$ cat src/rtl/shiftadd_pkg.sv
package shiftadd_pkg;
    typedef enum logic [2:0] {
        ST_IDLE  = 3'd0,
        ST_LOAD  = 3'd1,
        ST_TEST  = 3'd2,
        ST_ADD   = 3'd3,
        ST_SHIFT = 3'd4
    } mul_state_e;
endpackage

$ cat src/rtl/shiftadd_iter_cnt.sv
module shiftadd_iter_cnt #(
    parameter int W = 8
) (
    input  logic clk,
    input  logic clr,
    input  logic inc,
    output logic last
);
    localparam int CW = $clog2(W) + 1;
    localparam logic [CW-1:0] LAST_VAL = CW'(W - 1);

    logic [CW-1:0] cnt_q = '0;

    always_ff @(posedge clk) begin
        if (clr) begin
            cnt_q <= '0;
        end else if (inc) begin
            cnt_q <= cnt_q + 1'b1;
        end
    end

    // true during the shift that completes the final iteration
    assign last = (cnt_q == LAST_VAL);
endmodule

$ cat src/rtl/shiftadd_fsm.sv
module shiftadd_fsm
    import shiftadd_pkg::*;
(
    input  logic clk,
    input  logic rst,
    input  logic start,
    input  logic lsb,
    input  logic last_shift,
    output logic load_o,
    output logic add_o,
    output logic shift_o,
    output logic idle_o
);
    mul_state_e state_q = ST_IDLE;
    mul_state_e state_d;

    always_ff @(posedge clk) begin
        if (rst) begin
            state_q <= ST_IDLE;
        end else begin
            state_q <= state_d;
        end
    end

    always_comb begin
        state_d = state_q;
        unique case (state_q)
            ST_IDLE:  state_d = start ? ST_LOAD : ST_IDLE;
            ST_LOAD:  state_d = ST_TEST;
            ST_TEST:  state_d = lsb ? ST_ADD : ST_SHIFT;
            ST_ADD:   state_d = ST_SHIFT;
            ST_SHIFT: state_d = last_shift ? ST_IDLE : ST_TEST;
            default:  state_d = ST_IDLE;
        endcase
    end

    always_comb begin
        load_o  = 1'b0;
        add_o   = 1'b0;
        shift_o = 1'b0;
        idle_o  = 1'b0;
        unique case (state_q)
            ST_IDLE:  idle_o  = 1'b1;
            ST_LOAD:  load_o  = 1'b1;
            ST_ADD:   add_o   = 1'b1;
            ST_SHIFT: shift_o = 1'b1;
            default:  ;
        endcase
    end
endmodule

$ cat src/rtl/shiftadd_dpath.sv
module shiftadd_dpath #(
    parameter int W = 8
) (
    input  logic           clk,
    input  logic           load,
    input  logic           add,
    input  logic           shift,
    input  logic [W-1:0]   mcand_in,
    input  logic [W-1:0]   mplier_in,
    output logic           lsb,
    output logic [2*W-1:0] acc
);
    localparam int PW = 2 * W;

    logic [PW-1:0] acc_q   = '0;
    logic [PW-1:0] mcand_q = '0;
    logic [W-1:0]  mplier_q = '0;

    always_ff @(posedge clk) begin
        if (load) begin
            acc_q    <= '0;
            mcand_q  <= {{W{1'b0}}, mcand_in};
            mplier_q <= mplier_in;
        end else if (add) begin
            acc_q <= acc_q + mcand_q;
        end else if (shift) begin
            mcand_q  <= {mcand_q[PW-2:0], 1'b0};
            mplier_q <= {1'b0, mplier_q[W-1:1]};
        end
    end

    assign lsb = mplier_q[0];
    assign acc = acc_q;
endmodule

$ cat src/rtl/shiftadd_mul.sv
module shiftadd_mul #(
    parameter int W = 8
) (
    input  logic           clk,
    input  logic           rst,
    input  logic           start,
    input  logic [W-1:0]   multiplicand,
    input  logic [W-1:0]   multiplier,
    output logic           load_cmd,
    output logic           add_cmd,
    output logic           shift_cmd,
    output logic           done,
    output logic [2*W-1:0] product
);
    logic mplier_lsb;
    logic last_iter;

    shiftadd_fsm u_fsm (
        .clk        (clk),
        .rst        (rst),
        .start      (start),
        .lsb        (mplier_lsb),
        .last_shift (last_iter),
        .load_o     (load_cmd),
        .add_o      (add_cmd),
        .shift_o    (shift_cmd),
        .idle_o     (done)
    );

    shiftadd_iter_cnt #(.W(W)) u_cnt (
        .clk  (clk),
        .clr  (load_cmd),
        .inc  (shift_cmd),
        .last (last_iter)
    );

    shiftadd_dpath #(.W(W)) u_dp (
        .clk       (clk),
        .load      (load_cmd),
        .add       (add_cmd),
        .shift     (shift_cmd),
        .mcand_in  (multiplicand),
        .mplier_in (multiplier),
        .lsb       (mplier_lsb),
        .acc       (product)
    );
endmodule

$ cat config.mk
export PLATFORM = sky130hd
export DESIGN_NAME = shiftadd_mul
export DESIGN_NICKNAME = d
export VERILOG_FILES = /design/src/rtl/shiftadd_pkg.sv /design/src/rtl/shiftadd_iter_cnt.sv /design/src/rtl/shiftadd_fsm.sv /design/src/rtl/shiftadd_dpath.sv /design/src/rtl/shiftadd_mul.sv
export SDC_FILE = /design/constraint.sdc
export NUM_CORES = 1
export LEC_CHECK = 0
export BUFFER_PORTS_ARGS = -buffer_cell sky130_fd_sc_hd__buf_2
export CORE_ASPECT_RATIO = 1.75
export CORE_MARGIN = 2
export CORE_UTILIZATION = 56
export CTS_CLUSTER_DIAMETER = 40
export CTS_CLUSTER_SIZE = 8
export DETAILED_ROUTE_END_ITERATION = 6
export PLACE_DENSITY = 0.78
export RECOVER_POWER = 100
export SYNTH_ARGS = -nofsm -noshare
export SYNTH_HDL_FRONTEND = slang
export SYNTH_SLANG_ARGS = --single-unit
$ cat constraint.sdc
create_clock -name clk -period 2.94 [get_ports clk]
set_input_delay 0 -clock clk [delete_from_list [all_inputs] [get_ports clk]]
set_output_delay 0 -clock clk [all_outputs]
set_load 0.02 [all_outputs]
Word level (Yosys, flattened, before mapping)

Cells that the tools add are included.

Input bits: 19
Logic and storage cells: 33
Output and inout port bits: 20
Bits in registers: 47

Bitwise gates (word level): 1
Eq/ne operators: 6
Reductions and logical operators: 4
Muxes and demuxes: 14
Add/subtract/negate cells: 2

Operators with widths:

| kind                  | count |
|---|---|
| $mux W8               | 6 |
| $add A16 B16 Y16      | 1 |
| $pmux W3 S5           | 1 |
| $eq A3 B2 Y1 const B  | 2 |
| $mux W1               | 5 |
| $add A4 B1 Y4 const B | 1 |
| $eq A4 B3 Y1 const B  | 1 |
| $reduce_and A2 Y1     | 2 |
| $eq A3 B1 Y1 const B  | 1 |
| $eq A3 B3 Y1 const B  | 1 |
| $logic_not A3 Y1      | 1 |
| $mux W3               | 1 |
| $mux W2               | 1 |
| $ne A2 B2 Y1 const B  | 1 |
| $reduce_bool A2 Y1    | 1 |
| $not A1 Y1            | 1 |

Depth between registers and ports, before layout

Depth in word-level cells: 5
Mapped depth: 8
Gate-level depth less buffers: 8

By module

A second synthesis with hierarchy kept.

Cells, all modules: 252
Area total of the unflattened synthesis: 2528.7 um2

Modules (own cells, without submodules):

| module            | instances | area each (um2) | cells an instance | seq. area each (um2) |
|---|---|---|---|---|
| shiftadd_dpath    | 1         | 2174.6          | 218               | 960.9 |
| shiftadd_iter_cnt | 1         | 186.4           | 18                | 80.1 |
| shiftadd_fsm      | 1         | 167.7           | 16                | 60.1 |

Least setup slack after synthesis

OpenSTA, ideal clock, no wires.

Path kind: register -> register
Start point: reg u_fsm.state_q[2]
End point: reg u_dp.mcand_q[0], enable pin
Period minus slack after synthesis: 2.498 ns
Stages on the path, launching flop included: 5
Required time: 2.529 ns
Path slack: 0.442 ns
Arrival time: 2.086 ns
Buffers on the path: 2
Setup time: 0.411 ns
Cell sequence: dfxtp_1 -> nand2b_1 -> clkbuf_1 -> clkbuf_1 -> o21ai_0

Word-level cells in the longest chain between the ends: 4
Elaborated cells between the ends (all ways): 9
Classes of those cells: 4 x eq/ne; 3 x mux; 2 x reduce/logical

RTL lines:

| what                                                                | line                 | RTL |
|---|---|---|
| from (decl)                                                         | shiftadd_fsm.sv:14   | `mul_state_e state_q = ST_IDLE;` |
| from (signal assigned)                                              | shiftadd_fsm.sv:21   | `state_q <= state_d;` |
| $eq A3 B1 Y1 (tied with other cells)                                | shiftadd_fsm.sv:42   | `unique case (state_q)` |
| $mux W1                                                             | shiftadd_fsm.sv:42   |  |
| $ne A2 B2 Y1 (no line) / $reduce_bool A2 Y1 (equally long branches) | n/a                  |  |
| $reduce_and A2 Y1 (no line) *                                       | n/a                  |  |
| to (signal assigned)                                                | shiftadd_dpath.sv:22 | `mcand_q <= {{W{1'b0}}, mcand_in};` |
| to (signal assigned)                                                | shiftadd_dpath.sv:27 | `mcand_q <= {mcand_q[PW-2:0], 1'b0};` |
| to (decl)                                                           | shiftadd_dpath.sv:16 | `logic [PW-1:0] mcand_q = '0;` |

Mark *: on every way between the ends. The rest lies on a longest branch, timed or not.
A chain may end at the register's enable or synchronous reset.

Final worst setup path

Start point: reg u_fsm.state_q[2]
End point: out load_cmd

Word-level cells in the longest chain between the ends: 2

RTL lines:

| what         | line               | RTL |
|---|---|---|
| $eq A3 B1 Y1 | shiftadd_fsm.sv:42 |  |
| $mux W1      | shiftadd_fsm.sv:42 |  |
| to (decl)    | shiftadd_mul.sv:9  | `output logic load_cmd,` |

Every way passes these cells.

==> flow_summary.json <==
{
  "status": "finished clean",
  "cap_violations": 0,
  "portBuffers": 38,
  "fp.dieH_um": 92.1,
  "grt_pass1_wl_um": 8760,
  "swShare": 0.270,
  "cts_resized": 0,
  "max_stage_delay_ps": 780,
  "max_slew.worst_pin.slew_ps": 948,
  "netlist_instances": 256,
  "rrSetupSlack_ps": 410,
  "overflow": 0,
  "n_antenna_cell": 0,
  "tns_ps": 0,
  "cp.arrival_ps": 2550,
  "dp_hpwl_um": 3680,
  "timing.fmax_mhz": 392,
  "grt_pass1_vias": 2035,
  "slew_violations": 0,
  "synth.distinct_cells": 43,
  "routedWlPerCell_um": 14.4,
  "drtAntennaViolNets": 0,
  "intPower_mw": 1.09,
  "ys_seq_elements": 47,
  "ir_drop_mv": 0.495,
  "period_minus_slack_ps": 2550,
  "required_ps": 2940,
  "worstHoldStart": "multiplier[2]",
  "ctsHoldBuffers": 12,
  "reg2reg_to": "u_dp.acc[14]$_SDFFE_PP0N_",
  "grt_usage": 0.235,
  "worst-path-max-fanout": 20,
  "rsz0062_at_grt": "no",
  "grt_max_degree": 21,
  "rr_worst_depth": 8,
  "cts_inserted_buffers": 5,
  "viasPerCell": 5.69,
  "whs_endpoint": "u_dp.mplier_q[2]$_DFFE_PP_",
  "cts_max_level": 2,
  "synth_top_area_share": 0.250,
  "synth_edf_count": 16,
  "ys.flop_type": "dfxtp_1",
  "fin_crit_sh": 0.867,
  "core_area_sq_mm": 0.00432,
  "avgSynthCellArea_sq_um": 9.70,
  "fin_nets": 344,
  "clock-root-buffer": "clkbuf_8",
  "rows": 32,
  "hold_violations": 0,
  "clk_path_buf_depth": 2,
  "yosysWarnings": 0,
  "detail_route.first_pass.iterations": 4,
  "max_slew_margin": 0.368,
  "whs_path_depth": 2,
  "vias": 2050,
  "fin_skew_ps": 7.64,
  "postPlaceCellArea_sq_mm": 0.00273,
  "path_clk_slew_ps": 90,
  "cp_slowest_cell": "nor2_2",
  "initial_core_util": 0.574,
  "clkSinkCount": 47,
  "p_per_area_mw_per_mm2": 511,
  "seq_area_frac_synth": 0.444,
  "drc_errors": 0,
  "path_cells": "nand2b_1, clkbuf_1, nor2_2, buf_4, buf_2",
  "seqPwrFrac": 0.505,
  "switching_power_uw": 403,
  "cellLeakagePower_nw": 1.14,
  "syn_to_final_growth_pct": 17.8,
  "synth_top_area_cell": "dfxtp_1",
  "post_cts_buffers": 0,
  "worstSkewPairLatency_ps": 300,
  "wirelength_um": 5180,
  "gp_congestion": 0.908,
  "drive_above_1_share": 0.155,
  "synth_area_sq_mm": 0.00248,
  "final_area_sq_mm": 0.00292,
  "hold_path_class": "in2reg",
  "stdcell_count": 360,
  "rr_startpoint": "u_dp.mcand_q[0]$_SDFFCE_PN0P_",
  "drt_iter0_markers": 44,
  "clockPowerShare": 0.318,
  "start_kind": "register",
  "pwr-share-comb": 0.178,
  "critical_path_class": "reg2out",
  "setup_violations": 0,
  "placedCellCount": 339,
  "die_width_um": 54.3,
  "synth_area_leaders": "dfxtp_1, edfxtp_1, ha_1, nand2_1, mux2_2",
  "synth_fp_nets": 292,
  "endpoint_kind": "output pin",
  "antenna_found_initial": 0,
  "cts_tree": "done",
  "num_io_pins": 39,
  "synthArstFlopShare": 0,
  "dieArea_sq_mm": 0.00500
}
metrics by stage:
| stage | util | setup WS (ps) | total power, mW | hold WS [ps] |
|---|---|---|---|---|
| floorplan | - | 442 | 0.952 | 72.4 |
| global placement | 0.630 | 532 | 1.02 | 201 |
| detailed placement | 0.630 | 507 | 1.03 | 204 |
| CTS | 0.684 | 448 | 1.51 | 0.913 |
| global route | 0.676 | 178 | 1.57 | 0.462 |
| finish | 0.676 | 391 | 1.49 | 6.18 |
how the worst max path moves through the flow:
stage          cells after the start                             to                          start
6_report                           5                       load_cmd    u_fsm.state_q[2]$_SDFF_PP0_
5_1_grt                            5                       load_cmd    u_fsm.state_q[2]$_SDFF_PP0_
4_1_cts                            8      u_dp.acc[14]$_SDFFE_PP0N_  u_dp.mcand_q[0]$_SDFFCE_PN0P_
3_5_place_dp                       8      u_dp.acc[14]$_SDFFE_PP0N_  u_dp.mcand_q[0]$_SDFFCE_PN0P_
3_3_place_gp                       8      u_dp.acc[14]$_SDFFE_PP0N_  u_dp.mcand_q[0]$_SDFFCE_PN0P_
2_1_floorplan                      4  u_dp.mcand_q[0]$_SDFFCE_PN0P_    u_fsm.state_q[2]$_SDFF_PP0_
cell families (layout without fill, tap and decap cells):
| family | Yosys count | after routing | synth area share |
|---|---|---|---|
| simple gates | 90 | 90 | 0.165 |
| compound gates | 59 | 59 | 0.165 |
| flops | 47 | 47 | 0.444 |
| fa+ha+maj | 17 | 17 | 0.0887 |
| mux | 16 | 16 | 0.0716 |
| buf+inv | 15 | 68 | 0.0237 |
| xor+xnor | 12 | 12 | 0.0423 |
Yosys cell counts, types with 3 or more instances:
library cell,number
nand4_1,3
nand3_1,11
and2_1,4
xnor2_1,4
or3_1,3
mux2_2,14
a21o_1,4
inv_1,6
ha_1,16
and3_1,3
dfxtp_1,31
clkbuf_1,6
a21oi_1,19
a32o_1,3
nor2_1,12
nor3_1,5
xor2_1,8
o21ai_0,15
nand2_1,43
edfxtp_1,16
metal layers:
layer  vias up  track usage  wire, um
met1       956        0.258      2100
met3        12       0.0423       174
met5         -            0         0
li1       1031            -         -
met2        51        0.415      2800
met4         0        0.100       108
cells in the final DEF, fill, tap and decap left out, drive strengths merged, types with 13 or more instances in the layout:
cell type / synthesis / final
edfxtp: 16 / 16
clkbuf: 6 / 26
mux2: 14 / 14
dlygate4sd3: 0 / 13
a21oi: 19 / 19
nand2: 43 / 43
buf: 3 / 20
o21ai: 18 / 18
ha: 16 / 16
dfxtp: 31 / 31
worst max-delay path: cells and delay by family (launching register included):
kind	cells	cell delay, ps
and+or+nand+nor	2	940
buffers and inverters	3	930
DFF	1	370
registers in the layout, indices dropped and copies added (netlist names):
signal         count
u_dp.mplier_q      8
u_dp.mcand_q      16
u_fsm.state_q      3
u_cnt.cnt_q        4
u_dp.acc          16
power by group through the flow:
stage | clock [mW] | sequential (mW) | combinational [mW]
after detailed placement | 0 | 0.769 | 0.258
after floorplan | 0 | 0.775 | 0.177
after global routing | 0.511 | 0.760 | 0.296
final | 0.474 | 0.754 | 0.265
after CTS | 0.482 | 0.754 | 0.272
after global placement | 0 | 0.767 | 0.251
area by class of cell:
type / count / area, sq um
sequential: 47 / 1100
tap: 51 / 63.8
inverter: 6 / 22.5
multi-input combinational: 194 / 1310
clock inverter: 3 / 43.8
clock buffer: 5 / 68.8
timing repair buffer: 54 / 312
fill: 368 / 1400
(Power assumes the default switching activity.)
